==> src/rtl/wkin_pkg.sv <==
package wkin_pkg;

  typedef enum logic [1:0] {
    MODE_NORMAL  = 2'b00,
    MODE_STANDBY = 2'b01,
    MODE_SLEEP   = 2'b10,
    MODE_STOP    = 2'b11
  } pwr_mode_e;

  typedef enum logic [1:0] {
    SENSE_OFF  = 2'b00,
    SENSE_HIGH = 2'b01,
    SENSE_LOW  = 2'b10,
    SENSE_ANY  = 2'b11
  } sense_e;

  function automatic logic is_low_power(input pwr_mode_e m);
    return (m == MODE_SLEEP) || (m == MODE_STOP);
  endfunction

endpackage

==> src/rtl/wkin_sync.sv <==
module wkin_sync #(
  parameter int W      = 4,
  parameter int STAGES = 2
) (
  input  logic         clk,
  input  logic         rst_n,
  input  logic [W-1:0] d_i,
  output logic [W-1:0] q_o
);

  logic [W-1:0] stage_q [STAGES];

  always_ff @(posedge clk or negedge rst_n) begin
    if (!rst_n) begin
      for (int s = 0; s < STAGES; s++) stage_q[s] <= '0;
    end else begin
      stage_q[0] <= d_i;
      for (int s = 1; s < STAGES; s++) stage_q[s] <= stage_q[s-1];
    end
  end

  assign q_o = stage_q[STAGES-1];

endmodule

==> src/rtl/wkin_match.sv <==
module wkin_match
  import wkin_pkg::*;
#(
  parameter int NUM_IN = 4,
  parameter int GROUP  = 2,
  localparam int CTRL_W = 2 * (NUM_IN / GROUP)
) (
  input  logic [CTRL_W-1:0] ctrl_i,
  input  logic [NUM_IN-1:0] level_i,
  output logic [NUM_IN-1:0] hit_o,
  output logic [NUM_IN-1:0] en_o
);

  for (genvar i = 0; i < NUM_IN; i++) begin : g_in
    localparam int GI = i / GROUP;
    sense_e cfg;
    assign cfg = sense_e'(ctrl_i[2*GI +: 2]);

    always_comb begin
      unique case (cfg)
        SENSE_OFF:  hit_o[i] = 1'b0;
        SENSE_HIGH: hit_o[i] = level_i[i];
        SENSE_LOW:  hit_o[i] = ~level_i[i];
        default:    hit_o[i] = 1'b1;
      endcase
    end

    assign en_o[i] = (cfg != SENSE_OFF);
  end

endmodule

==> src/rtl/wkin_latch.sv <==
module wkin_latch #(
  parameter int NUM_IN = 4
) (
  input  logic              clk,
  input  logic              rst_n,
  input  logic              clr_i,
  input  logic              low_power_i,
  input  logic              stop_i,
  input  logic [NUM_IN-1:0] hits_i,
  input  logic              rd_i,
  input  logic              wdog_i,
  output logic              hold_o,
  output logic [NUM_IN-1:0] latch_o,
  output logic              wake_o
);

  logic              hold_q, hold_d;
  logic              stop_q, stop_d;
  logic              wake_q, wake_d;
  logic [NUM_IN-1:0] latch_q, latch_d;

  always_comb begin
    hold_d  = hold_q;
    stop_d  = stop_q;
    latch_d = latch_q;
    wake_d  = 1'b0;
    if (clr_i) begin
      hold_d  = 1'b0;
      stop_d  = 1'b0;
      latch_d = '0;
    end else if (!hold_q) begin
      if (low_power_i && (|hits_i)) begin
        hold_d  = 1'b1;
        stop_d  = stop_i;
        latch_d = hits_i;
        wake_d  = 1'b1;
      end
    end else if (rd_i) begin
      hold_d  = 1'b0;
      latch_d = '0;
    end else if (wdog_i && stop_q) begin
      latch_d = '0;
    end
  end

  always_ff @(posedge clk or negedge rst_n) begin
    if (!rst_n) begin
      hold_q  <= 1'b0;
      stop_q  <= 1'b0;
      latch_q <= '0;
      wake_q  <= 1'b0;
    end else begin
      hold_q  <= hold_d;
      stop_q  <= stop_d;
      latch_q <= latch_d;
      wake_q  <= wake_d;
    end
  end

  assign hold_o  = hold_q;
  assign latch_o = latch_q;
  assign wake_o  = wake_q;

  assert_single_pulse_R6: assert property (@(posedge clk) disable iff (!rst_n)
    wake_q |=> !wake_q);

  assert_read_ends_hold_R7: assert property (@(posedge clk) disable iff (!rst_n)
    (hold_q && rd_i && !clr_i) |=> !hold_q);

  assert_stop_wdog_clears_R9: assert property (@(posedge clk) disable iff (!rst_n)
    (hold_q && stop_q && wdog_i && !clr_i) |=> (latch_q == '0));

  assert_sleep_wdog_keeps_R10: assert property (@(posedge clk) disable iff (!rst_n)
    (hold_q && !stop_q && wdog_i && !rd_i && !clr_i) |=> $stable(latch_q));

  assert_modeclr_latch_R11: assert property (@(posedge clk) disable iff (!rst_n)
    clr_i |=> (!hold_q && (latch_q == '0) && !wake_q));

endmodule

==> src/rtl/wkin_ctrl.sv <==
module wkin_ctrl
  import wkin_pkg::*;
#(
  parameter int NUM_IN      = 4,
  parameter int GROUP       = 2,
  parameter int SYNC_STAGES = 2,
  parameter int NUM_XRST    = 4,
  localparam int CTRL_W = 2 * (NUM_IN / GROUP)
) (
  input  logic              clk,
  input  logic              rst_n,
  input  logic [1:0]        mode_i,
  input  logic [NUM_XRST-1:0] xrst_i,
  input  logic [NUM_IN-1:0] pins_i,
  input  logic              wr_en_i,
  input  logic [CTRL_W-1:0] wr_data_i,
  input  logic              rd_en_i,
  output logic [NUM_IN-1:0] rd_data_o,
  input  logic              wdog_to_i,
  output logic              wake_req_o
);

  pwr_mode_e         mode;
  logic              clr;
  logic [CTRL_W-1:0] ctrl_q, ctrl_d;
  logic [NUM_IN-1:0] live;
  logic [NUM_IN-1:0] hits;
  logic [NUM_IN-1:0] en_mask;
  logic              hold;
  logic [NUM_IN-1:0] latch;

  assign mode = pwr_mode_e'(mode_i);
  assign clr  = |xrst_i;

  always_comb begin
    ctrl_d = ctrl_q;
    if (clr)          ctrl_d = '0;
    else if (wr_en_i) ctrl_d = wr_data_i;
  end

  always_ff @(posedge clk or negedge rst_n) begin
    if (!rst_n) ctrl_q <= '0;
    else        ctrl_q <= ctrl_d;
  end

  wkin_sync #(.W(NUM_IN), .STAGES(SYNC_STAGES)) u_sync (
    .clk   (clk),
    .rst_n (rst_n),
    .d_i   (pins_i),
    .q_o   (live)
  );

  wkin_match #(.NUM_IN(NUM_IN), .GROUP(GROUP)) u_match (
    .ctrl_i  (ctrl_q),
    .level_i (live),
    .hit_o   (hits),
    .en_o    (en_mask)
  );

  wkin_latch #(.NUM_IN(NUM_IN)) u_latch (
    .clk         (clk),
    .rst_n       (rst_n),
    .clr_i       (clr),
    .low_power_i (is_low_power(mode)),
    .stop_i      (mode == MODE_STOP),
    .hits_i      (hits),
    .rd_i        (rd_en_i),
    .wdog_i      (wdog_to_i),
    .hold_o      (hold),
    .latch_o     (latch),
    .wake_o      (wake_req_o)
  );

  assign rd_data_o = hold ? latch : live;

  assert_write_ctrl_R2: assert property (@(posedge clk) disable iff (!rst_n)
    (wr_en_i && !clr) |=> (ctrl_q == $past(wr_data_i)));

  assert_modeclr_ctrl_R11: assert property (@(posedge clk) disable iff (!rst_n)
    clr |=> (ctrl_q == '0));

  assert_wake_low_power_R5: assert property (@(posedge clk) disable iff (!rst_n)
    wake_req_o |-> $past(mode_i[1]));

  assert_no_disabled_src_R8: assert property (@(posedge clk) disable iff (!rst_n)
    wake_req_o |-> ((latch & ~$past(en_mask)) == '0));

endmodule

==> config.mk <==
export PLATFORM = sky130hd
export DESIGN_NAME = wkin_ctrl
export DESIGN_NICKNAME = d
export VERILOG_FILES = /design/src/rtl/wkin_pkg.sv /design/src/rtl/wkin_sync.sv /design/src/rtl/wkin_match.sv /design/src/rtl/wkin_latch.sv /design/src/rtl/wkin_ctrl.sv
export SDC_FILE = /design/constraint.sdc
export NUM_CORES = 1
export LEC_CHECK = 0
export ABC_AREA = 0
export CAP_MARGIN = 20
export CORE_MARGIN = 2
export CORE_UTILIZATION = 49
export CTS_CLUSTER_SIZE = 14
export DETAILED_ROUTE_END_ITERATION = 16
export PLACE_DENSITY_LB_ADDON = 0.15
export SLEW_MARGIN = 0
export SYNTH_ARGS = -nofsm -noshare
export SYNTH_HDL_FRONTEND = slang
export SYNTH_SLANG_ARGS = --single-unit
==> constraint.sdc <==
create_clock -name clk -period 4.6 [get_ports clk]
set_input_delay 0.69 -clock clk [delete_from_list [all_inputs] [get_ports clk]]
set_output_delay 0.69 -clock clk [all_outputs]
set_load 0.02 [all_outputs]
==> flow_results.xml, run 1 <==
<?xml version="1.0" encoding="UTF-8"?>
<metrics>
  <group name="place">
    <metric name="globalplace.congestion" unit="">0.728</metric>
    <metric name="port_buffers" unit="">23</metric>
    <metric name="dp.final_hpwl" unit="mm">1.24</metric>
  </group>
  <group name="clock_network">
    <metric name="clk-insertion-delay-late" unit="ns">0.29</metric>
    <metric name="clock_sinks" unit="">19</metric>
    <metric name="post_cts.repair.setup_buffers" unit="">0</metric>
    <metric name="ctsLongestPathBuffers" unit="">2</metric>
    <metric name="htree_num_levels" unit="">1</metric>
    <metric name="cts_tree" unit="">built</metric>
    <metric name="tritoncts.num_buffers" unit="">3</metric>
    <metric name="cts.repair.resized" unit="">0</metric>
    <metric name="clk_pin_slew_worst_paths" unit="ns">0.10</metric>
    <metric name="root_cell_of_the_clock_tree" unit="">clkbuf_4</metric>
    <metric name="cts_hold_buffers" unit="">0</metric>
  </group>
  <group name="final_layout">
    <metric name="drive_above_1_share" unit="%">11.2</metric>
    <metric name="nNetsFinal" unit="">118</metric>
    <metric name="fillerInstances" unit="">138</metric>
    <metric name="final_cell_mix" unit="">clkdlybuf4s50_1, dfrtp_1, nor2_1</metric>
    <metric name="mostFrequentLayoutCell" unit="">clkdlybuf4s50_1</metric>
    <metric name="multi_input_gate_area" unit="um^2">347</metric>
    <metric name="sequential_cell_area_in_the_final_layout" unit="um^2">475</metric>
    <metric name="number_of_inserted_diodes" unit="">0</metric>
    <metric name="area_growth_syn_to_layout" unit="%">31.1</metric>
  </group>
  <group name="hold_path">
    <metric name="hold_start" unit="">u_sync.stage_q[7]</metric>
    <metric name="hp_class" unit="">flop to flop</metric>
  </group>
  <group name="route">
    <metric name="drt_wl_total" unit="mm">1.63</metric>
    <metric name="drt-pass1-iter-count" unit="">4</metric>
    <metric name="postRouteAntennaNets" unit="">0</metric>
    <metric name="wl_per_cell" unit="um">14.2</metric>
    <metric name="dr_total_vias" unit="">662</metric>
    <metric name="drt_iter0_drc" unit="">3</metric>
    <metric name="routed_via_density" unit="">5.76</metric>
    <metric name="post_route_drc_violation_count" unit="">0</metric>
  </group>
  <group name="setup_path">
    <metric name="critPathMaxFanout" unit="">7</metric>
    <metric name="worstPathRequired" unit="ns">3.91</metric>
    <metric name="timing.critical_path.to_type" unit="">primary output</metric>
    <metric name="nature_of_the_critical_path_startpoint" unit="">flop</metric>
    <metric name="rr_startpoint" unit="">u_sync.q_o[1]</metric>
    <metric name="critical_path.max_stage_delay" unit="ns">0.54</metric>
    <metric name="critical_path_arrival" unit="ns">1.69</metric>
    <metric name="critical_path_cell_by_cell" unit="">mux2_2, clkdlybuf4s50_1</metric>
    <metric name="standard_cell_with_the_maximum_stage_delay_on_the_critical_path" unit="">clkdlybuf4s50_1</metric>
    <metric name="timing.critical_path.from" unit="">u_latch.hold_o</metric>
    <metric name="critical_path.top_delay_family" unit="">buffers and inverters</metric>
    <metric name="worstSetupPathType" unit="">flop to primary output</metric>
    <metric name="worst-path-buf-inv" unit="">1</metric>
  </group>
  <group name="timing">
    <metric name="totalNegativeSetupSlack" unit="ns">0</metric>
    <metric name="rsz0062_at_grt" unit="">false</metric>
    <metric name="timing.final.max_slew_violations" unit="">0</metric>
    <metric name="timing.slew.headroom" unit="%">44.8</metric>
    <metric name="setup_violations" unit="">0</metric>
    <metric name="report.final.hold_viol_count" unit="">0</metric>
    <metric name="max_freq" unit="GHz">0.420</metric>
    <metric name="slew_worst_pin" unit="ns">0.825</metric>
    <metric name="final_cycle_utilization_of_the_critical_path" unit="%">51.7</metric>
    <metric name="finalCriticalPeriod" unit="ns">2.38</metric>
    <metric name="fin_skew" unit="ns">0.00367</metric>
  </group>
  <group name="floorplan">
    <metric name="design.die.area" unit="um^2">2090</metric>
    <metric name="die_h" unit="um">45.7</metric>
    <metric name="core-area" unit="um^2">1690</metric>
    <metric name="rows" unit="">15</metric>
    <metric name="initial_core_util" unit="%">50.5</metric>
    <metric name="io-pin-count" unit="">24</metric>
    <metric name="die_w" unit="um">45.7</metric>
  </group>
  <group name="pwr">
    <metric name="power_density" unit="nW/um^2">258</metric>
    <metric name="static-leakage-power" unit="nW">0.457</metric>
    <metric name="worst_ir_drop_vdd" unit="V">0.000203</metric>
    <metric name="finalPower" unit="uW">289</metric>
  </group>
  <group name="synth">
    <metric name="fraction_of_the_yosys_area_taken_by_sequential_cells" unit="%">55.7</metric>
    <metric name="top_cell_type_by_total_area_after_synthesis" unit="">dfrtp_1</metric>
    <metric name="ys_ff_latch" unit="">19</metric>
    <metric name="mapped_nets" unit="">93</metric>
    <metric name="synth_warnings" unit="">0</metric>
    <metric name="netlist_top_cells_area" unit="">dfrtp_1, mux2i_1, a311o_2</metric>
    <metric name="post_synthesis_instance_total" unit="">74</metric>
    <metric name="postSynthAreaPerCell" unit="um^2">11.5</metric>
    <metric name="post_synth_num_cell_types" unit="">17</metric>
    <metric name="netlist_area" unit="um^2">853</metric>
    <metric name="post-synth-top-area-fraction" unit="%">55.7</metric>
  </group>
  <group name="grt">
    <metric name="grt_pass1_vias" unit="">633</metric>
    <metric name="grt_first_pass_wirelength" unit="mm">2.73</metric>
    <metric name="grt_start_max_net_pins" unit="">20</metric>
    <metric name="grt.overflow.total" unit="">0</metric>
    <metric name="globalRouteTotalUtil" unit="%">19.0</metric>
    <metric name="grt_antenna_before_repair" unit="">0</metric>
  </group>
  <group name="run_status">
    <metric name="run_status" unit="">finished, final reports clean</metric>
  </group>
  <group name="run">
    <metric name="max_cap_viol_count" unit="">0</metric>
  </group>
</metrics>
[report_power, final]
group	switching, mW	internal [mW]
registers	0.00326	0.171
logic	0.0126	0.0208
clock network	0.0474	0.0337
[per-stage QoR]
step                      std cells  utilization (%)  area, um^2  hold WS (ns)  setup WS [ns]
final                           115             66.2        1120         0.355           2.22
after global routing            115             66.2        1120         0.367           2.12
after CTS                       115             66.2        1120         0.358           2.20
after detailed placement        111             64.7        1090         0.336           2.06
after global placement          111             64.7        1090         0.333           2.09
after floorplan                  74                -         853         0.331           2.58
[registers in the layout, summed over array words and instances (netlist names)]
| register | count |
|---|---|
| u_latch.latch_o | 4 |
| ctrl_q | 4 |
| u_sync.stage_q | 4 |
| u_sync.q_o | 4 |
| u_latch.wake_o | 1 |
| u_latch.stop_q | 1 |
| u_latch.hold_o | 1 |
[cells in the mapped netlist]
| cell type | n |
|---|---|
| mux2i_1 | 9 |
| a21oi_1 | 1 |
| and2_1 | 1 |
| a311o_2 | 4 |
| nor2_1 | 11 |
| a2111o_1 | 1 |
| or4_1 | 1 |
| clkbuf_1 | 2 |
| nand2_1 | 5 |
| mux2_2 | 4 |
| a211oi_1 | 4 |
| nor4_1 | 1 |
| buf_2 | 1 |
| o221ai_1 | 2 |
| o21a_1 | 3 |
| dfrtp_1 | 19 |
| inv_1 | 5 |
[logic make-up after synthesis]
| kind of cell | Yosys count | share of synthesized area (%) |
|---|---|---|
| AND/OR/NAND/NOR | 19 | 9.39 |
| buffers and inverters | 8 | 3.67 |
| multiplexers | 13 | 15.8 |
| flip-flops | 19 | 55.7 |
| AO/OA/AOI/OAI | 15 | 15.4 |
[final timing paths]
kind                       cells after the start  slack (ns)            endpoint
hold / removal                                 0        0.35       u_sync.q_o[3]
min in group asynchronous                      1        0.86           ctrl_q[1]
max in group asynchronous                      1        3.22  u_latch.latch_o[2]
setup reg to reg                               4        2.96  u_latch.latch_o[0]
setup / recovery                               2        2.22        rd_data_o[1]
hold reg to reg                                0        0.35       u_sync.q_o[3]
[layer usage]
| metal | GRT usage, % | vias to the layer above | share of wire [%] |
|---|---|---|---|
| met5 | 0 | - | 0 |
| met4 | 8.57 | 0 | 1.7 |
| met3 | 3.57 | 4 | 3.8 |
| met2 | 31.0 | 20 | 49 |
| met1 | 24.4 | 322 | 46 |
| li1 | - | 316 | - |
[final cells by class]
class,instances,area share (%)
sequential,19,42.5
multi-input combinational,47,31.0
timing repair buffer,23,20.6
clock buffer,4,2.35
tap,17,1.90
inverter,5,1.68
(Power assumes the default switching activity.)
==> run 2, diff against run 1 <==
Settings changed: CORE_UTILIZATION 49 to 41.
Clock period 4.6 ns to 2 ns, I/O delays scaled along.
==> run 2 against run 1 <==
Effect of this change: sequential share of layout area decreased by 1.8 points; flip-flop and latch count is the same; global-route usage fell by 4.1 points; clock power up 130%; setup slack worse by 2.2 ns; total power rose by 130%; highest routed layer is now met3; non-clock buffer count is 5 higher; via count is 0.91% lower; clock-buffer cell count stayed put; die area grew 18%; register-to-register slack worse by 2.5 ns; largest power group unchanged; utilization shrank 6.6 points; critical path type unchanged.
==> flow_results.xml, run 2 (synthesis gave the netlist of run 1 again) <==
<?xml version="1.0" encoding="UTF-8"?>
<metrics>
  <group name="run_status">
    <metric name="run_status" unit="">finished, final reports clean</metric>
  </group>
  <group name="timing">
    <metric name="max_freq" unit="GHz">0.517</metric>
    <metric name="report.final.hold_viol_count" unit="">0</metric>
    <metric name="fin_skew" unit="ns">0.00292</metric>
    <metric name="final_cycle_utilization_of_the_critical_path" unit="%">96.7</metric>
    <metric name="finalCriticalPeriod" unit="ns">1.93</metric>
    <metric name="rsz0062_at_grt" unit="">false</metric>
    <metric name="worst_slack" unit="ns">0.0667</metric>
    <metric name="totalNegativeSetupSlack" unit="ns">0</metric>
    <metric name="timing.slew.headroom" unit="%">81.9</metric>
    <metric name="setup_violations" unit="">0</metric>
    <metric name="timing.final.max_slew_violations" unit="">0</metric>
    <metric name="slew_worst_pin" unit="ns">0.270</metric>
  </group>
  <group name="final_layout">
    <metric name="fillerInstances" unit="">195</metric>
    <metric name="layout.core_utilization" unit="%">59.6</metric>
    <metric name="fin_area" unit="um^2">1170</metric>
    <metric name="post_layout_nonfiller_instances" unit="">130</metric>
    <metric name="number_of_inserted_diodes" unit="">0</metric>
    <metric name="final_cell_mix" unit="">clkdlybuf4s50_1, dfrtp_1, nor2_1</metric>
    <metric name="nNetsFinal" unit="">123</metric>
    <metric name="multi_input_gate_area" unit="um^2">347</metric>
    <metric name="area_growth_syn_to_layout" unit="%">37.1</metric>
    <metric name="sequential_cell_area_in_the_final_layout" unit="um^2">477</metric>
    <metric name="drive_above_1_share" unit="%">16.5</metric>
    <metric name="mostFrequentLayoutCell" unit="">clkdlybuf4s50_1</metric>
  </group>
  <group name="place">
    <metric name="post-place-cells" unit="">126</metric>
    <metric name="port_buffers" unit="">23</metric>
    <metric name="globalplace.congestion" unit="">0.736</metric>
    <metric name="dp.final_hpwl" unit="mm">1.30</metric>
    <metric name="post-place-ws" unit="ns">-0.0344</metric>
    <metric name="place_area" unit="um^2">1140</metric>
  </group>
  <group name="floorplan">
    <metric name="rows" unit="">16</metric>
    <metric name="design.die.area" unit="um^2">2460</metric>
    <metric name="die_h" unit="um">49.6</metric>
    <metric name="die_w" unit="um">49.6</metric>
    <metric name="core-area" unit="um^2">1960</metric>
    <metric name="initial_core_util" unit="%">43.5</metric>
    <metric name="io-pin-count" unit="">24</metric>
  </group>
  <group name="grt">
    <metric name="grt.met1_usage" unit="%">19.3</metric>
    <metric name="grt.met2_usage" unit="%">25.3</metric>
    <metric name="grt_start_max_net_pins" unit="">20</metric>
    <metric name="grt_antenna_before_repair" unit="">0</metric>
    <metric name="globalRouteTotalUtil" unit="%">14.9</metric>
    <metric name="busiest_layer" unit="">met2</metric>
    <metric name="grtUsageMet3" unit="%">3.64</metric>
    <metric name="grt_first_pass_wirelength" unit="mm">2.77</metric>
    <metric name="grt.overflow.total" unit="">0</metric>
    <metric name="grt_pass1_vias" unit="">655</metric>
  </group>
  <group name="setup_path">
    <metric name="critPathMaxFanout" unit="">7</metric>
    <metric name="worstSetupPathType" unit="">flop to primary output</metric>
    <metric name="worstPathRequired" unit="ns">1.70</metric>
    <metric name="critical_path_arrival" unit="ns">1.63</metric>
    <metric name="nature_of_the_critical_path_startpoint" unit="">flop</metric>
    <metric name="timing.critical_path.to_type" unit="">primary output</metric>
    <metric name="worst_r2r_path_depth" unit="">5</metric>
  </group>
  <group name="clock_network">
    <metric name="tritoncts.num_buffers" unit="">3</metric>
    <metric name="ctsLongestPathBuffers" unit="">2</metric>
    <metric name="root_cell_of_the_clock_tree" unit="">clkbuf_4</metric>
    <metric name="htree_num_levels" unit="">1</metric>
    <metric name="clk-insertion-delay-late" unit="ns">0.28</metric>
    <metric name="cts_tree" unit="">built</metric>
    <metric name="cts.repair.resized" unit="">1</metric>
    <metric name="cts_hold_buffers" unit="">0</metric>
    <metric name="clock_sinks" unit="">19</metric>
    <metric name="clk_pin_slew_worst_paths" unit="ns">0.10</metric>
    <metric name="post_cts.repair.setup_buffers" unit="">0</metric>
  </group>
  <group name="route">
    <metric name="drt_wl_total" unit="mm">1.64</metric>
    <metric name="wl_per_cell" unit="um">12.6</metric>
    <metric name="routed_via_density" unit="">5.05</metric>
    <metric name="drt_iter0_drc" unit="">11</metric>
    <metric name="drt-pass1-iter-count" unit="">4</metric>
    <metric name="postRouteAntennaNets" unit="">0</metric>
    <metric name="post_route_drc_violation_count" unit="">0</metric>
    <metric name="dr_total_vias" unit="">656</metric>
  </group>
  <group name="hold_path">
    <metric name="hp_class" unit="">input pin to asynchronous set/reset pin</metric>
  </group>
  <group name="run">
    <metric name="max_cap_viol_count" unit="">0</metric>
  </group>
  <group name="pwr">
    <metric name="power_density" unit="nW/um^2">569</metric>
    <metric name="static-leakage-power" unit="nW">0.478</metric>
    <metric name="worst_ir_drop_vdd" unit="V">0.000437</metric>
  </group>
</metrics>
## run 2: cell type report
cell class,instances,area share (%)
clock buffer,4,2.25
tap,27,2.89
sequential,19,40.7
timing repair buffer,28,22.9
multi-input combinational,47,29.6
inverter,5,1.60
## run 2: report_power, final
part / switching, mW / total, mW / internal (mW)
registers: 0.00710 / 0.400 / 0.393
clock network: 0.108 / 0.185 / 0.0773
logic: 0.0297 / 0.0805 / 0.0508
## run 2: through the flow
step / total power [mW] / hold WS, ns
4_1_cts: 0.673 / 0.351
6_report: 0.665 / 0.347
5_1_grt: 0.700 / 0.371
3_5_place_dp: 0.489 / 0.340
2_1_floorplan: 0.430 / 0.00441
3_3_place_gp: 0.488 / 0.334
## run 2: layer usage
| metal | vias up | wire, um |
|---|---|---|
| met2 | 16 | 757 |
| met3 | 0 | 68 |
| li1 | 324 | - |
| met4 | 0 | 0 |
| met5 | - | 0 |
| met1 | 316 | 816 |
## run 2: final timing paths
path                                   startpoint            endpoint  slack, ns
worst max-delay path               u_latch.hold_o        rd_data_o[2]       0.07
worst min-delay path                        rst_n      u_latch.stop_q       0.35
worst max register to register      u_sync.q_o[1]  u_latch.latch_o[1]       0.50
worst min register to register  u_sync.stage_q[6]       u_sync.q_o[2]       0.36
max in group asynchronous                   rst_n      u_latch.hold_o       1.44
min in group clk                u_sync.stage_q[6]       u_sync.q_o[2]       0.36
## run 2: critical path, stage by stage (launching register included)
cell	delay [ns]
dfrtp_2	0.46
mux2_2	0.36
clkdlybuf4s50_1	0.54
==> run 3, diff against run 2 <==
Settings changed: CAP_MARGIN 20 to 30.
==> results of run 3 <==
Same layout as run 2: the final DEF is identical, and so are final timing and power.
